**src/rtl/hdlc_stat_pkg.sv**
```systemverilog
package hdlc_stat_pkg;
  localparam int NUM_CNT = 5;
  localparam int SEL_W   = 3;
  localparam int INC_W   = 2;

  typedef enum logic [SEL_W-1:0] {
    CNT_DISC = 3'd0,
    CNT_CRC  = 3'd1,
    CNT_ABRT = 3'd2,
    CNT_NMA  = 3'd3,
    CNT_RETX = 3'd4
  } cnt_id_e;
endpackage

```
**src/rtl/hdlc_stat_qual.sv**
```systemverilog
module hdlc_stat_qual
  import hdlc_stat_pkg::*;
(
  input  logic                             clk_i,
  input  logic                             rst_ni,
  input  logic                             frame_end_i,
  input  logic                             crc_ok_i,
  input  logic                             overrun_i,
  input  logic                             addr_hit_i,
  input  logic                             no_buf_i,
  input  logic                             busy_drop_i,
  input  logic                             abort_i,
  input  logic                             retx_i,
  output logic [NUM_CNT-1:0][INC_W-1:0]    inc_o
);
  logic frame_ok, ev_disc, ev_nma, ev_crc;

  always_comb begin
    frame_ok = frame_end_i && !overrun_i;
    ev_disc  = frame_ok && crc_ok_i && addr_hit_i && no_buf_i;
    ev_nma   = frame_ok && crc_ok_i && !addr_hit_i;
    ev_crc   = frame_ok && !crc_ok_i;
  end

  always_comb begin
    inc_o                = '0;
    inc_o[int'(CNT_DISC)] = INC_W'(ev_disc);
    inc_o[int'(CNT_NMA)]  = INC_W'(ev_nma);
    inc_o[int'(CNT_CRC)]  = INC_W'(ev_crc) + INC_W'(busy_drop_i);
    inc_o[int'(CNT_ABRT)] = INC_W'(abort_i);
    inc_o[int'(CNT_RETX)] = INC_W'(retx_i);
  end


  ovr_block_chk: assert property (@(posedge clk_i) disable iff (!rst_ni)
    (frame_end_i && overrun_i) |->
      (inc_o[int'(CNT_DISC)] == '0 && inc_o[int'(CNT_NMA)] == '0 &&
       inc_o[int'(CNT_CRC)] == INC_W'(busy_drop_i)));

  // one frame end feeds at most one frame counter
  one_frame_one_cnt_chk: assert property (@(posedge clk_i) disable iff (!rst_ni)
    $onehot0({ev_disc, ev_nma, ev_crc}));


  no_strobe_no_frame_chk: assert property (@(posedge clk_i) disable iff (!rst_ni)
    !frame_end_i |-> (inc_o[int'(CNT_DISC)] == '0 && inc_o[int'(CNT_NMA)] == '0));
endmodule

```
**src/rtl/hdlc_stat_ctr.sv**
```systemverilog
module hdlc_stat_ctr #(
  parameter int W     = 16,
  parameter int INC_W = 2
) (
  input  logic             clk_i,
  input  logic             rst_ni,
  input  logic             en_i,
  input  logic             wr_i,
  input  logic [W-1:0]     wdata_i,
  input  logic [INC_W-1:0] inc_i,
  output logic [W-1:0]     cnt_o
);
  logic [W-1:0] cnt_q;
  logic         load;

  assign load  = wr_i && !en_i;
  assign cnt_o = cnt_q;

  always_ff @(posedge clk_i or negedge rst_ni) begin
    if (!rst_ni)    cnt_q <= '0;
    else if (load)  cnt_q <= wdata_i;
    else            cnt_q <= cnt_q + W'(inc_i);
  end


  hold_when_idle_chk: assert property (@(posedge clk_i) disable iff (!rst_ni)
    (en_i && inc_i == '0) |=> cnt_q == $past(cnt_q));


  wr_load_chk: assert property (@(posedge clk_i) disable iff (!rst_ni)
    (!en_i && wr_i) |=> cnt_q == $past(wdata_i));


  step_chk: assert property (@(posedge clk_i) disable iff (!rst_ni)
    (en_i && inc_i != '0) |=> (cnt_q - $past(cnt_q)) == W'($past(inc_i)));
endmodule

```
**src/rtl/hdlc_stat_rdmux.sv**
```systemverilog
module hdlc_stat_rdmux #(
  parameter int W     = 16,
  parameter int N     = 5,
  parameter int SEL_W = 3
) (
  input  logic [N-1:0][W-1:0] cnt_i,
  input  logic [SEL_W-1:0]    sel_i,
  output logic [W-1:0]        rdata_o
);
  always_comb begin
    rdata_o = '0;
    for (int k = 0; k < N; k++)
      if (sel_i == SEL_W'(k)) rdata_o = cnt_i[k];
  end
endmodule

```
**src/rtl/hdlc_rx_stat_bank.sv**
```systemverilog
module hdlc_rx_stat_bank
  import hdlc_stat_pkg::*;
#(
  parameter int CNT_W = 16
) (
  input  logic             clk_i,
  input  logic             rst_ni,
  input  logic             chan_en_i,
  input  logic             frame_end_i,
  input  logic             crc_ok_i,
  input  logic             overrun_i,
  input  logic             addr_hit_i,
  input  logic             no_buf_i,
  input  logic             busy_drop_i,
  input  logic             abort_i,
  input  logic             retx_i,
  input  logic             host_we_i,
  input  logic [SEL_W-1:0] host_sel_i,
  input  logic [CNT_W-1:0] host_wdata_i,
  output logic [CNT_W-1:0] host_rdata_o
);
  logic [NUM_CNT-1:0][INC_W-1:0] inc;
  logic [NUM_CNT-1:0][CNT_W-1:0] cnt;
  logic [NUM_CNT-1:0]            wr;

  hdlc_stat_qual u_qual (
    .clk_i, .rst_ni, .frame_end_i, .crc_ok_i, .overrun_i, .addr_hit_i,
    .no_buf_i, .busy_drop_i, .abort_i, .retx_i, .inc_o(inc)
  );

  for (genvar k = 0; k < NUM_CNT; k++) begin : g_ctr
    assign wr[k] = host_we_i && (host_sel_i == SEL_W'(k));
    hdlc_stat_ctr #(.W(CNT_W), .INC_W(INC_W)) u_ctr (
      .clk_i, .rst_ni, .en_i(chan_en_i), .wr_i(wr[k]),
      .wdata_i(host_wdata_i), .inc_i(inc[k]), .cnt_o(cnt[k])
    );
  end

  hdlc_stat_rdmux #(.W(CNT_W), .N(NUM_CNT), .SEL_W(SEL_W)) u_rdmux (
    .cnt_i(cnt), .sel_i(host_sel_i), .rdata_o(host_rdata_o)
  );


  hole_reads_zero_chk: assert property (@(posedge clk_i) disable iff (!rst_ni)
    (host_sel_i >= SEL_W'(NUM_CNT)) |-> host_rdata_o == '0);


  hole_write_inert_chk: assert property (@(posedge clk_i) disable iff (!rst_ni)
    (host_sel_i >= SEL_W'(NUM_CNT)) |-> wr == '0);
endmodule

```
**config.mk**
```make
export PLATFORM = sky130hd
export DESIGN_NAME = hdlc_rx_stat_bank
export DESIGN_NICKNAME = d
export VERILOG_FILES = /design/src/rtl/hdlc_stat_pkg.sv /design/src/rtl/hdlc_stat_qual.sv /design/src/rtl/hdlc_stat_ctr.sv /design/src/rtl/hdlc_stat_rdmux.sv /design/src/rtl/hdlc_rx_stat_bank.sv
export SDC_FILE = /design/constraint.sdc
export NUM_CORES = 1
export LEC_CHECK = 0
export ABC_AREA = 1
export BUFFER_PORTS_ARGS = -buffer_cell sky130_fd_sc_hd__buf_2
export CAP_MARGIN = 30
export CORE_MARGIN = 4
export CORE_UTILIZATION = 35
export DETAILED_ROUTE_END_ITERATION = 10
export PLACE_DENSITY_LB_ADDON = 0.3
export SLEW_MARGIN = 20
export SYNTH_ARGS = -nofsm -noshare
export SYNTH_HDL_FRONTEND = slang
export SYNTH_SLANG_ARGS = --single-unit
```
**constraint.sdc**
```tcl
create_clock -name clk_i -period 1.66 [get_ports clk_i]
set_clock_uncertainty 0.05 [all_clocks]
set_input_delay 0.166 -clock clk_i [delete_from_list [all_inputs] [get_ports clk_i]]
set_output_delay 0.166 -clock clk_i [all_outputs]
set_load 0.02 [all_outputs]
```
### Word level (Yosys, flattened, before mapping)

Cells that the tools add are included.
W data, S select, Z words.

| cells by class | value |
|---|---|
| add/sub/neg operators | 6 |
| equal/unequal tests | 4 |
| muxes and demuxes | 10 |
| reductions and logical operators | 21 |

Operators by type and width:

| cell | number |
|---|---|
| $mux W16 | 10 |
| $add A16 B1 Y16 | 4 |
| $add A16 B2 Y16 | 1 |
| $logic_and A1 B1 Y1 | 16 |
| $eq A3 B2 Y1 const B | 2 |
| $logic_not A1 Y1 | 4 |
| $eq A3 B1 Y1 const B | 1 |
| $eq A3 B3 Y1 const B | 1 |
| $logic_not A3 Y1 | 1 |
| $add A1 B1 Y2 | 1 |

| word-level totals | value |
|---|---|
| register bits after elaboration | 80 |
| bits of input ports | 31 |
| output and inout port bits | 16 |

### Longest topological paths before layout

| depth | value |
|---|---|
| word-level depth | 7 |
| depth in mapped cells | 13 |
| gate-level depth less buffers | 13 |

### Hierarchy

Synthesis repeated with hierarchy kept, for this count alone.

| unflattened totals | value |
|---|---|
| cells, all modules | 907 |
| area total of the unflattened synthesis | 5911.9 sq um |

Modules (own cells, without submodules):

| module | instances | cells each | area each (sq um) | seq. area each (sq um) |
|---|---|---|---|---|
| hdlc_stat_ctr at g_ctr[0].u_ctr ... | 4 | 143 | 1004.7 | 400.4 |
| hdlc_stat_ctr at g_ctr[2].u_ctr | 1 | 143 | 1003.5 | 400.4 |
| hdlc_stat_rdmux | 1 | 161 | 725.7 | 0.0 |
| hdlc_stat_qual | 1 | 17 | 108.9 | 0.0 |
| hdlc_rx_stat_bank | 1 | 14 | 55.1 | 0.0 |

### Least setup slack after synthesis

No wires, ideal clock.

| path | value |
|---|---|
| path type | reg-to-reg |
| from | register g_ctr[1].u_ctr.cnt_q[0] |
| to | register g_ctr[1].u_ctr.cnt_q[10] |
| library setup time | 116 ps |
| data arrival time | 1623 ps |
| required time | 1494 ps |
| slack | -129 ps |
| cell stages (with the launch flop) | 12 |
| path buffers | 0 |
| clock period less this slack | 1789 ps |
| cells stage by stage | dfrtp_1 -> inv_1 -> fa_1 -> inv_1 -> ha_1 -> inv_1 -> nor2_1 -> nand2_1 -> o21ai_0 -> nand2_1 -> nand2_1 -> nand2_1 |

| between the ends | value |
|---|---|
| longest elaborated chain between the ends | 2 |

Ends and longest elaborated chain:

| element | RTL line | source |
|---|---|---|
| start: declaration | hdlc_stat_ctr.sv:13 | `logic [W-1:0] cnt_q;` |
| start signal: assignment | hdlc_stat_ctr.sv:21 | `else if (load) cnt_q <= wdata_i;` |
| start signal: assignment | hdlc_stat_ctr.sv:22 | `else cnt_q <= cnt_q + W'(inc_i);` |
| $add A16 B2 Y16 | hdlc_stat_ctr.sv:22 |  |
| $mux W16 | hdlc_stat_ctr.sv:21 |  |

No other way between the ends.

### Worst setup path in the final report

Same ends and word-level chain as after synthesis.

==> results.md <==
Run status:
- The flow ran to the end, but the final reports show violations.
- The final reports fail on negative setup slack.

Clock tree:
- The clock insertion delay at the later pin of the skew report is 0.34 ns.
- The H-tree was split into 3 levels.
- Counting every sink on the clock net gives 80.
- In this run the clock root is driven by a clkbuf_16.
- The largest buffer count on any clock path is 2.
- The clock transition time at the flip-flop clock pins of the worst setup and hold paths is 0.06 ns.
- TritonCTS built the clock tree.
- The number of buffers inserted during clock tree synthesis is 9.

STA:
- Across all hold checks on the routed design, the worst slack comes to 0.0519 ns.
- Timing would allow up to 592 MHz.
- The time the worst path needs with I/O delays and setup is 1.69 ns.
- The total count of max-transition violations in the final report is 0.
- The post-layout worst setup margin is -0.0299 ns.
- The number of hold-slack violations in the final timing report is 0.
- The worst slew margin relative to its limit is 73.4%.
- Of the available clock period, the critical path in the final layout requires 102%.
- Setup repair after global routing could not meet its margin everywhere.
- For the pin with the worst max-slew slack, the measured transition is 0.399 ns.
- Setup violations remaining at the end of the flow were counted as 3.

Routing:
- After detailed routing, the number of vias per cell comes to 5.00.
- In this run the remaining antenna-violating nets after routing total 0.
- The wire length reported by the detailed router is 18.2 mm.
- In the final routed layout, each cell accounts on average for 16.3 um.
- The starting DRC count in detailed routing is 491.
- The DRC violation count after routing is 0.
- The detailed router placed 5603 vias in this run.
- The total iterations of the first detailed-routing run is 5.

Cells and area:
- The number of nets in the layout is 968.
- The number of flip-flops under the largest register name is 80.
- The number of fill cells is 1554.
- Once layout is complete, the cells apart from fillers number 1120.
- The multi-input gate area in the final layout is 3110 um2.
- Cells fill 44.5% of the core in the end.
- The post-route cell area is 6740 um2.
- The area occupied by registers is 2010 um2.
- The area growth from synthesis to layout is 25.4%.
- The fraction of final layout cells sized beyond drive strength 1 is 19.6%.
- The count of inserted antenna diode cells is 0.

Synth:
- The flip-flop and latch count after synthesis is 80.
- Of the total synthesized cell area, the portion taken by AND, OR, NAND and NOR gates is 39.3%.
- After synthesis, the mean cell area works out to 6.50 um2.
- The share of flip-flops with an asynchronous set or reset after synthesis is 100%.
- The synthesized netlist devotes 8.73% of its cell area to compound gates.
- The most common flop cell mapped by yosys is dfrtp_1.
- Synthesis produced a netlist with a net count of 868.
- The adder-cell share of the synthesized area is 2.47%.
- For this run, the register share of the synthesized area comes to 37.2%.
- The number of enable flip-flop cells after synthesis is 0.
- The number of warnings printed during yosys synthesis is 0.
- The cell count after synthesis came out at 827.
- By area, the combinational part of the netlist is dominated by simple AND/OR/NAND/NOR gates.
- The cell area that synthesis handed to floorplanning was 5380 um2.
- In the synthesized netlist, mux cells make up 0% of the area.
- The synthesized netlist contains 30 unique library cells.
- The xor and xnor area share after synthesis is 3.91%.

Global routing:
- The largest net degree at the start of global routing is 34.
- The global route total overflow is 0.
- The number of antenna violations at the first check in global routing is 0.
- Global routing consumed, over all layers together, 20.9% of the routing resources.
- The number of global-route vias before repair is 5169.
- The global-route wire length before repair is 28.2 mm.

Power:
- Per report_power, the sequential group accounts for 41.5% of the total.
- The maximum vdd drop is 762 uV.
- The static leakage power is 3.25 nW.
- The switching power total is 3.27 mW.
- The power density normalized to cell area is 1210 nW/um2.
- Per report_power, the combinational group accounts for 35.8% of the total.
- The clock network burns 22.6% of the power.
- The design draws 8.15 mW.
- The net switching fraction of the power is 40.1%.
- The cell internal power dissipation is 4.88 mW.

Setup path:
- The critical path class is register to register.
- For the worst setup path, the data required time is 1.85 ns.
- Of all nets on the critical path, the largest fanout is 4.
- The data arrival time of the critical path is 1.88 ns.
- The depth of the most critical reg-to-reg path is 11.
- STA classifies the critical path endpoint as a register.
- STA classifies the critical path startpoint as a register.

Placement:
- Input and output buffers added on the ports amount to 46.
- The HPWL after detailed placement is 13.3 mm.
- The area after detailed placement is 6050 um2.
- The congestion estimate from routability-driven global placement came to 0.918.
- The total instance count after detailed placement is 1076.

Floorplanning:
- The effective utilization at floorplan is 35.5%.
- From left edge to right edge, the die measures 132 um.
- The die is 132 um tall.
- The total core area is 15100 um2.
- The site row count is 45.
- The number of top-level pins is 47.
- The floorplan step defined a die boundary enclosing 17400 um2.

Worst hold path:
- The min-delay analysis places its worst path in the category primary input to register.
- The number of cells traversed by the worst hold path is 3.

Job:
- The number of violations of the max-capacitance limit is 0.
-- kinds of logic after synthesis --
family          count (synthesis)
fa+ha+maj                      10
xor+xnor                       24
simple gates                  514
compound gates                 88
buf+inv                       111
flops                          80
-- layout by cell type (no fill, tap or decap), types with 3 or more instances in the layout --
master,Yosys,final
nand2_1,337,332
inv_1,87,77
nor2_1,89,77
dfrtp_1,80,75
buf_4,0,55
nand3_1,54,51
o21ai_0,56,50
buf_2,11,40
nand4_1,25,25
inv_2,6,16
o21ai_1,9,15
xor2_1,13,13
xnor2_1,11,11
nor2_2,2,10
clkbuf_16,0,9
o22ai_2,0,6
nor2_4,1,5
nand2_2,0,5
dfrtp_2,0,5
o22ai_1,11,4
ha_1,9,4
dlygate4sd3_1,0,4
buf_12,0,4
a21oi_2,0,3
nand3_2,0,3
a21oi_1,6,3
ha_4,0,3
buf_6,2,3
-- Yosys cell counts (11+ instances only) --
| cell | number | area, um2 |
|---|---|---|
| buf_2 | 11 | 55.1 |
| o22ai_1 | 11 | 68.8 |
| inv_1 | 87 | 327 |
| nand2_1 | 337 | 1260 |
| dfrtp_1 | 80 | 2000 |
| xnor2_1 | 11 | 96.3 |
| nor2_1 | 89 | 334 |
| nand4_1 | 25 | 156 |
| o21ai_0 | 56 | 280 |
| nand3_1 | 54 | 270 |
| xor2_1 | 13 | 114 |
-- critical path: stages, from the launching register on --
cell	delay (ns)
dfrtp_1	0.35
inv_2	0.05
fa_2	0.36
inv_2	0.08
ha_4	0.14
inv_2	0.04
nor2_4	0.12
nand2_2	0.10
o21ai_1	0.13
nand2_1	0.06
nand2_1	0.05
nand2_1	0.04
-- power groups by stage --
| stage | registers, mW | clock network, mW | logic, mW |
|---|---|---|---|
| after CTS | 3.36 | 1.87 | 2.50 |
| after floorplan | 3.16 | 0 | 1.69 |
| final | 3.38 | 1.84 | 2.92 |
| after global routing | 3.48 | 1.96 | 3.31 |
| after global placement | 3.37 | 0 | 2.35 |
| after detailed placement | 3.38 | 0 | 2.38 |
-- worst paths after layout --
path / from / slack (ns) / endpoint
min reg2reg: g_ctr[1].u_ctr.cnt_o[15] / 0.56 / g_ctr[1].u_ctr.cnt_o[15]
max in group asynchronous: rst_ni / 0.80 / g_ctr[0].u_ctr.cnt_o[14]
min in group asynchronous: rst_ni / 0.23 / g_ctr[1].u_ctr.cnt_o[8]
min: host_wdata_i[8] / 0.05 / g_ctr[4].u_ctr.cnt_o[8]
max: g_ctr[1].u_ctr.cnt_o[0] / -0.03 / g_ctr[1].u_ctr.cnt_o[10]
max reg2reg: g_ctr[1].u_ctr.cnt_o[0] / -0.03 / g_ctr[1].u_ctr.cnt_o[10]
-- through the flow --
stage,TNS (ns),worst slack [ns]
2_1_floorplan,0,0.0134
6_report,-0.0643,-0.0299
3_5_place_dp,-3.65,-0.261
3_3_place_gp,-2.59,-0.203
4_1_cts,-0.0366,-0.0174
5_1_grt,-0.898,-0.163
-- repair_timing --
item | in CTS | in global routing
setup buffers | 3 | 21
hold buffers | 4 | 0
setup endpoints to repair | 17 | 44
resized for setup | 17 | 52
pin swaps | 5 | 9
gates cloned | 0 | 0
endpoints found under the hold margin | 23 | 0
-- area by class of cell --
| class | count | area share, % |
|---|---|---|
| Multi-Input combinational cell | 636 | 46.1 |
| Clock buffer | 11 | 3.45 |
| Inverter | 94 | 5.31 |
| Timing Repair Buffer | 106 | 11.4 |
| Tap cell | 188 | 3.49 |
| Sequential cell | 80 | 29.8 |
| Clock inverter | 5 | 0.501 |
-- layer usage --
layer,GRT usage (%),wire length [um]
met1,29.2,8330
met2,33.1,8350
met3,3.66,1040
met4,6.24,507
met5,0,0
No activity file was read; power rests on OpenSTA's default activity.
